==> src/rtl/sseq_pkg.sv <==
package sseq_pkg;
  typedef enum logic [1:0] {
    ST_HOLD   = 2'd0,
    ST_WAIT   = 2'd1,
    ST_SETTLE = 2'd2,
    ST_RUN    = 2'd3
  } seq_state_t;
endpackage

==> src/rtl/sseq_startcnt.sv <==
module sseq_startcnt #(
  parameter int START_TICKS = 500,
  localparam int CNT_W = $clog2(START_TICKS + 1)
) (
  input  logic             clk,
  input  logic             rst_n,
  input  logic             tick,
  output logic [CNT_W-1:0] cnt_q,
  output logic             done
);
  localparam logic [CNT_W-1:0] CNT_MAX = CNT_W'(START_TICKS);

  logic [CNT_W-1:0] cnt_d;
  logic             cnt_en;

  assign done   = (cnt_q == CNT_MAX);
  assign cnt_en = tick && !done;

  always_comb begin
    cnt_d = cnt_q;
    if (cnt_en) cnt_d = cnt_q + 1'b1;
  end

  always_ff @(posedge clk or negedge rst_n) begin
    if (!rst_n) cnt_q <= '0;
    else        cnt_q <= cnt_d;
  end
endmodule

==> src/rtl/sseq_fsm.sv <==
module sseq_fsm
  import sseq_pkg::*;
(
  input  logic       clk,
  input  logic       rst_n,
  input  logic       tick,
  input  logic       cnt_done,
  input  logic       code_ok,
  input  logic       pol,
  output seq_state_t state_q,
  output logic       settle_exit
);
  seq_state_t state_d;

  assign settle_exit = (state_q == ST_SETTLE) && tick;

  always_comb begin
    state_d = state_q;
    unique case (state_q)
      ST_HOLD:   if (cnt_done) state_d = ST_WAIT;
      ST_WAIT:   if (code_ok)  state_d = pol ? ST_SETTLE : ST_RUN;
      ST_SETTLE: if (tick)     state_d = ST_RUN;
      ST_RUN:                  state_d = ST_RUN;
      default:                 state_d = ST_HOLD;
    endcase
  end

  always_ff @(posedge clk or negedge rst_n) begin
    if (!rst_n) state_q <= ST_HOLD;
    else        state_q <= state_d;
  end
endmodule

==> src/rtl/sseq_outlatch.sv <==
module sseq_outlatch (
  input  logic clk,
  input  logic rst_n,
  input  logic in_run,
  input  logic settle_exit,
  input  logic rst_act,
  input  logic div_out,
  output logic q_q
);
  logic div_prev_q;
  logic div_edge;
  logic q_d;

  assign div_edge = (div_out != div_prev_q);

  always_comb begin
    q_d = q_q;
    if (settle_exit)      q_d = !rst_act;
    else if (!in_run)     q_d = 1'b0;
    else if (rst_act)     q_d = 1'b0;
    else if (div_edge)    q_d = div_out;
  end

  always_ff @(posedge clk or negedge rst_n) begin
    if (!rst_n) begin
      q_q        <= 1'b0;
      div_prev_q <= 1'b0;
    end else begin
      q_q        <= q_d;
      div_prev_q <= div_out;
    end
  end
endmodule

==> src/rtl/startup_sequencer.sv <==
module startup_sequencer
  import sseq_pkg::*;
#(
  parameter int START_TICKS = 500,
  localparam int CNT_W = $clog2(START_TICKS + 1)
) (
  input  logic clk,
  input  logic rst_n,
  input  logic tick,
  input  logic code_ok,
  input  logic pol,
  input  logic rst_in,
  input  logic div_out,
  output logic out_pin
);
  seq_state_t       state_q;
  logic [CNT_W-1:0] cnt_q;
  logic             cnt_done;
  logic             settle_exit;
  logic             q_q;
  logic             rst_act;

  assign rst_act = rst_in ^ pol;

  sseq_startcnt #(.START_TICKS(START_TICKS)) u_cnt (
    .clk   (clk),
    .rst_n (rst_n),
    .tick  (tick),
    .cnt_q (cnt_q),
    .done  (cnt_done)
  );

  sseq_fsm u_fsm (
    .clk         (clk),
    .rst_n       (rst_n),
    .tick        (tick),
    .cnt_done    (cnt_done),
    .code_ok     (code_ok),
    .pol         (pol),
    .state_q     (state_q),
    .settle_exit (settle_exit)
  );

  sseq_outlatch u_latch (
    .clk         (clk),
    .rst_n       (rst_n),
    .in_run      (state_q == ST_RUN),
    .settle_exit (settle_exit),
    .rst_act     (rst_act),
    .div_out     (div_out),
    .q_q         (q_q)
  );

  always_comb begin
    unique case (state_q)
      ST_RUN:    out_pin = q_q ^ pol;
      ST_SETTLE: out_pin = 1'b1;
      default:   out_pin = 1'b0;
    endcase
  end
endmodule

==> config.mk <==
export PLATFORM = sky130hd
export DESIGN_NAME = startup_sequencer
export DESIGN_NICKNAME = d
export VERILOG_FILES = /design/src/rtl/sseq_pkg.sv /design/src/rtl/sseq_startcnt.sv /design/src/rtl/sseq_fsm.sv /design/src/rtl/sseq_outlatch.sv /design/src/rtl/startup_sequencer.sv
export SDC_FILE = /design/constraint.sdc
export NUM_CORES = 1
export LEC_CHECK = 0
export CORE_AREA = 4 4 41 43
export CTS_BUF_LIST = sky130_fd_sc_hd__clkbuf_4
export DETAILED_ROUTE_END_ITERATION = 8
export DIE_AREA = 0 0 45 47
export DONT_BUFFER_PORTS = 1
export GPL_TIMING_DRIVEN = 0
export SLEW_MARGIN = 30
export SYNTH_ARGS = -nofsm -noshare
export SYNTH_HDL_FRONTEND = slang
export SYNTH_SLANG_ARGS = --single-unit
==> constraint.sdc <==
create_clock -name clk -period 1.9 [get_ports clk]
set_input_delay 0.285 -clock clk [delete_from_list [all_inputs] [get_ports clk]]
set_output_delay 0.285 -clock clk [all_outputs]
set_load 0.005 [all_outputs]
Word-level counts from Yosys, hierarchy flattened:

Index checks and enable logic that the tools add are counted.

* output and inout port bits: 1
* word-level logic and storage cells: 32
* register bits after elaboration: 13
* input port bits: 7

* multiplexer cells: 10
* reduce and logical (&&, ||, !) cells: 6
* add/sub/neg operators: 1
* equality and inequality tests: 9
* bitwise operators: 2

Operators by type and width (number)
* 9-bit by 1-bit adder with 9-bit output (second input constant): 1
* 9-bit equality test (second input constant): 1
* 2-bit one-hot mux with 4 select lines: 1
* 2-bit two-way mux: 3
* 2-bit inequality test (second input constant): 3
* 1-bit two-way mux: 5
* 2-bit equality test (second input constant): 2
* 4-bit inequality test (second input constant): 1
* 3-bit AND reduction: 1
* 2-bit by 1-bit equality test with 1-bit output (second input constant): 1
* 1-bit logical AND: 2
* 1-bit zero test: 2
* 2-bit zero test: 1
* 1-bit one-hot mux with 2 select lines: 1
* 1-bit XOR: 2
* 1-bit inequality test: 1

Depth between registers and ports, before layout:

* depth after elaboration: 5
* depth in mapped cells: 5
* depth with buffers taken out: 5

By module:

From an unflattened synthesis, not the netlist that was laid out.

* cells, all modules: 56
* area, all modules: 634.4 µm²

Modules (own cells, without submodules)
* sseq_startcnt: cells an instance 37, sequential area each 225.2 µm², area each 432.9 µm², times used 1
* sseq_fsm: cells an instance 9, sequential area each 50.0 µm², area each 91.3 µm², times used 1
* sseq_outlatch: cells an instance 6, sequential area each 50.0 µm², area each 78.8 µm², times used 1
* startup_sequencer: cells an instance 4, sequential area each 0.0 µm², area each 31.3 µm², times used 1

Worst setup path after synthesis:

Ideal clock, no wire load.

* path kind: reg-to-reg
* from: register u_cnt.cnt_q[0]
* to: register u_cnt.cnt_q[1]
* path slack: 550 ps
* period minus slack after synthesis: 1350 ps
* cell stages (with the launch flop): 6
* buffers on the path: 0
* library setup time: 128 ps
* data required time: 1772 ps
* arrival time: 1223 ps
* cells stage by stage: dfrtp_1 > inv_1 > ha_1 > nand4b_1 > o21ai_2 > mux2_1

* cells in the longest elaborated chain, start to end: 3
* elaborated cells between the ends (all ways): 4
* classes of those cells: add/sub (1); eq/ne (1); reduce/logical (2)

RTL lines
* start: declaration: line sseq_startcnt.sv:8 `output logic [CNT_W-1:0] cnt_q,`
* start signal: assignment: line sseq_startcnt.sv:26 `else cnt_q <= cnt_d;`
* branches (longest 3 deep; another with 9-bit by 1-bit adder with 9-bit output)

Parallel ways; which one is timed is not known.
A chain may end at the register's enable or synchronous reset.

Worst setup path in the final report:

Ends and elaborated chain as after synthesis.

==> impl_table.tex <==
\begin{tabular}{lr}
\hline
Metric & Value \\
\hline
\multicolumn{2}{l}{\textbf{Floorplanning}} \\
Number of placement rows & 13 \\
Chip Height & 47 um \\
Core region area & 1301 um2 \\
Full die area & $\sim$2100 um2 \\
Top-level I/O count & 8 \\
Initial Utilization & 0.4885 \\
Die outline width & 45 um \\
\multicolumn{2}{l}{\textbf{Timing}} \\
Unrepaired setup endpoints after global routing & no \\
Share of the clock period used by the worst path & 0.7800 \\
Total Neg Setup Slack & 0 ns \\
Highest clock frequency the design can meet & 0.6747 GHz \\
Minimum clock period after layout & 1.482 ns \\
Worst slew margin & 0.6250 \\
Count of endpoints failing hold in the final timing report & 0 \\
Slew at the pin closest to its max-slew limit & roughly 0.56 ns \\
Final setup violation count & 0 \\
Final Skew & 0.004060 ns \\
Count of final max-slew check failures & 0 \\
\multicolumn{2}{l}{\textbf{Final layout}} \\
Ratio of cells with drive above 1 in the final layout & 0.1311 \\
Layout overhead on the synthesized area & 9.252\% \\
Post-route insts no fill & 76 \\
Final design instance area without fill & 694.4 um2 \\
Number of filler cells placed in the layout & around 100 \\
Post-layout utilization of the core & 0.5337 \\
Area used by multi-input combinational logic & 302.8 um2 \\
Final antenna diode count & 0 \\
FF+latch area & 325.3 um2 \\
Net count of the finished layout & 71 \\
\multicolumn{2}{l}{\textbf{Power and ir drop}} \\
Total power & 0.0007788 W \\
Design internal power & approximately 0.00053 W \\
Sequential group share of total power & 0.568 \\
Leakage & 0.3185 nW \\
Clk pwr share & 0.232 \\
Pwr Density & 1121 nW/um2 \\
Peak supply drop & about 0.69 mV \\
Switch share & 0.3233 \\
P\_sw & 0.0002518 W \\
Power share of the combinational group & 0.200 \\
\multicolumn{2}{l}{\textbf{CTS}} \\
Skew-Pair Late Insertion Delay & 0.27 ns \\
Clock root buffer master & sky130\_fd\_sc\_hd\_\_clkbuf\_4 \\
Number of gates resized after cts & 0 \\
Maximum count of clock buffers along a single path & 2 \\
Max H-tree Level & 1 \\
Buffers inserted during post-CTS setup optimization & 0 \\
Number of buffers created by CTS & 3 \\
Clock transition time at the flip-flop clock pins of the worst setup and hold paths & around 0.070 ns \\
Clk sinks & 13 \\
Clock tree from TritonCTS & built \\
\multicolumn{2}{l}{\textbf{Synthesis}} \\
Mean instance size in the synthesized netlist & 11.35 um2 \\
Post-synthesis register bit count & 13 \\
Sequential-to-total area share from yosys stat & 0.5118 \\
Number of standard cells after synthesis & 56 \\
Net count after synthesis & 65 \\
Netlist cell types & 25 \\
Count of warnings emitted by yosys & 0 \\
Synthesized cell area & 635.6 um2 \\
\multicolumn{2}{l}{\textbf{Detailed routing}} \\
Number of remaining DRC errors & 0 \\
Total via count in the routed design & 433 \\
Detailed-route wire length & 1131 um \\
DRC marker count from the first detailed-route iteration & 10 \\
Drt pass-1 iters & 4 \\
Wire length per cell & 14.88 um \\
Post-detailed-route via-to-cell ratio & 5.697 \\
Remaining number of nets flagged by the antenna check after routing & 0 \\
\multicolumn{2}{l}{\textbf{Global route}} \\
Remaining global-route overflow & 0 \\
Global-route wire length before repair & 1932 um \\
Antenna violations before repair & 0 \\
Global Route Usage Sum & 0.1330 \\
Largest net degree at the start of global routing & 14 \\
Number of global-route vias before repair & 454 \\
\multicolumn{2}{l}{\textbf{Flow run}} \\
Maxcap violations & 0 \\
\multicolumn{2}{l}{\textbf{Critical path}} \\
Biggest fanout along the worst timing path & 5 \\
Logic depth of the worst register-to-register path & 5 \\
Arrival time of data at the critical path endpoint & 1.64 ns \\
Worst flop-to-flop path startpoint & u\_cnt.cnt\_q[0] \\
Slowest Stage Delay on Critical Path & 0.45 ns \\
CP Class & flop to flop \\
Register-to-Register Setup Slack & between 0.4 and 0.5 ns \\
Critical path data required time & 2.06 ns \\
Number of buffers and inverters on the critical path & 1 \\
Critical Path Sink Type & flop \\
Reg-to-reg endpoint & u\_cnt.cnt\_q[1] \\
CP top delay family & flip-flops \\
CP startpoint kind & flop \\
Worst-path cell with the longest stage delay & sky130\_fd\_sc\_hd\_\_dfrtp\_1 \\
CP cell instances & inv\_1 > ha\_1 > nand4b\_1 > o21ai\_2 > mux2\_1 \\
\multicolumn{2}{l}{\textbf{Status}} \\
Status & finished clean \\
\multicolumn{2}{l}{\textbf{Min path}} \\
Startpoint of the worst hold path & div\_out \\
Worst Hold End & u\_latch.div\_prev\_q \\
Worst hold path depth & 0 \\
Worst hold-check path type & input port to flop \\
\multicolumn{2}{l}{\textbf{Placement}} \\
Quantity of I/O buffers inserted on ports & 0 \\
RD Place Congestion & 0.7516 \\
\# placed instances & between 70 and 80 \\
Placed cell area & 654.4 um2 \\
Detailed Place HPWL & 841.6 um \\
\hline
\end{tabular}
-- metal layers --
layer  track usage  part of all wire
met1        0.1542              0.41
met2        0.2345              0.52
met3       0.02299             0.060
met4       0.07018            0.0088
met5             0                 0
-- repair_timing --
action / in CTS / in global routing
setup endpoints to repair: 0 / 0
hold buffers: 1 / 0
hold endpoints to repair: 13 / 0
-- worst max-delay path by stage --
| stage | to | slack (ns) | depth (start not counted) | from |
|---|---|---|---|---|
| after floorplan | u_cnt.cnt_q[1] | 0.55 | 5 | u_cnt.cnt_q[0] |
| after global placement | u_cnt.cnt_q[1] | 0.48 | 5 | u_cnt.cnt_q[0] |
| after detailed placement | u_cnt.cnt_q[1] | 0.44 | 5 | u_cnt.cnt_q[0] |
| after CTS | u_cnt.cnt_q[1] | 0.42 | 5 | u_cnt.cnt_q[0] |
| after global routing | u_cnt.cnt_q[1] | 0.32 | 5 | u_cnt.cnt_q[0] |
| final | u_cnt.cnt_q[1] | 0.42 | 5 | u_cnt.cnt_q[0] |
-- cell usage in the layout, fill, tap and decap left out, types with 2 or more instances in the layout --
cell	count
sky130_fd_sc_hd__dfrtp_1	13
sky130_fd_sc_hd__nor2_1	3
sky130_fd_sc_hd__xor2_1	3
sky130_fd_sc_hd__ha_1	2
sky130_fd_sc_hd__nand4b_1	2
sky130_fd_sc_hd__xnor2_1	5
sky130_fd_sc_hd__clkbuf_4	4
sky130_fd_sc_hd__nand4_1	3
sky130_fd_sc_hd__o21ai_1	2
sky130_fd_sc_hd__inv_1	2
sky130_fd_sc_hd__nand2b_1	2
sky130_fd_sc_hd__nand2_1	5
-- sequential cells by signal, indices dropped and copies added, names as in the netlist --
name and flops:
u_cnt.cnt_q 9, u_latch.q_q 1, u_fsm.state_q 2, u_latch.div_prev_q 1
-- cell usage after synthesis --
library cell	n	area [um2]
sky130_fd_sc_hd__inv_1	2	7.510
sky130_fd_sc_hd__a21o_1	1	7.510
sky130_fd_sc_hd__dfrtp_1	13	325.3
sky130_fd_sc_hd__nor2b_1	1	6.260
sky130_fd_sc_hd__o21ai_1	2	10.01
sky130_fd_sc_hd__and3_1	1	6.260
sky130_fd_sc_hd__nand4_1	3	18.77
sky130_fd_sc_hd__o211ai_1	1	7.510
sky130_fd_sc_hd__nand4_2	1	12.51
sky130_fd_sc_hd__ha_1	2	25.02
sky130_fd_sc_hd__xnor2_1	5	43.79
sky130_fd_sc_hd__o311a_1	1	10.01
sky130_fd_sc_hd__a21oi_1	1	5.000
sky130_fd_sc_hd__or2_0	1	6.260
sky130_fd_sc_hd__xor2_1	3	26.28
sky130_fd_sc_hd__nand2b_1	2	12.51
sky130_fd_sc_hd__mux2_1	1	11.26
sky130_fd_sc_hd__nand4b_1	2	17.52
sky130_fd_sc_hd__o21ai_2	1	8.760
sky130_fd_sc_hd__nand2_1	5	18.77
sky130_fd_sc_hd__a21boi_0	1	7.510
sky130_fd_sc_hd__nor3_2	1	10.01
sky130_fd_sc_hd__nor2_1	3	11.26
sky130_fd_sc_hd__or3b_1	1	8.760
sky130_fd_sc_hd__mux2_2	1	11.26
-- power groups by stage --
stage                     combinational, W  sequential [W]  clock [W]
after floorplan                   0.000123        0.000421          0
after global placement            0.000135        0.000438          0
after detailed placement          0.000148        0.000446          0
after CTS                         0.000159        0.000442   0.000187
after global routing              0.000177        0.000451   0.000202
final                             0.000155        0.000443   0.000181
-- kinds of logic (layout without fill, tap and decap cells) --
logic type	after synthesis	after routing	share of synthesized area
DFF	13	13	0.5118
xor gates and xnor gates	8	8	0.1102
muxes	2	2	0.03543
AOI/OAI and AO/OA	8	8	0.08859
buffers and inverters	2	7	0.01182
adders and majority gates	2	2	0.03936
and+or+nand+nor	21	21	0.2028
-- metrics by stage --
step	hold WS (ns)	setup slack (ns)
4_1_cts	0.02689	0.4217
6_report	0.03969	0.4179
2_1_floorplan	-0.01059	0.5498
3_5_place_dp	-0.01012	0.4367
5_1_grt	0.01789	0.3235
3_3_place_gp	-0.01023	0.4755
-- area by class of cell --
| type | count | area share |
|---|---|---|
| sequential | 13 | 0.4685 |
| multi-input combinational | 41 | 0.4360 |
| clock buffer | 4 | 0.04324 |
| tap | 15 | 0.02703 |
| timing repair buffer | 1 | 0.01441 |
| inverter | 2 | 0.01081 |
No activity file was read; power rests on OpenSTA's default activity.
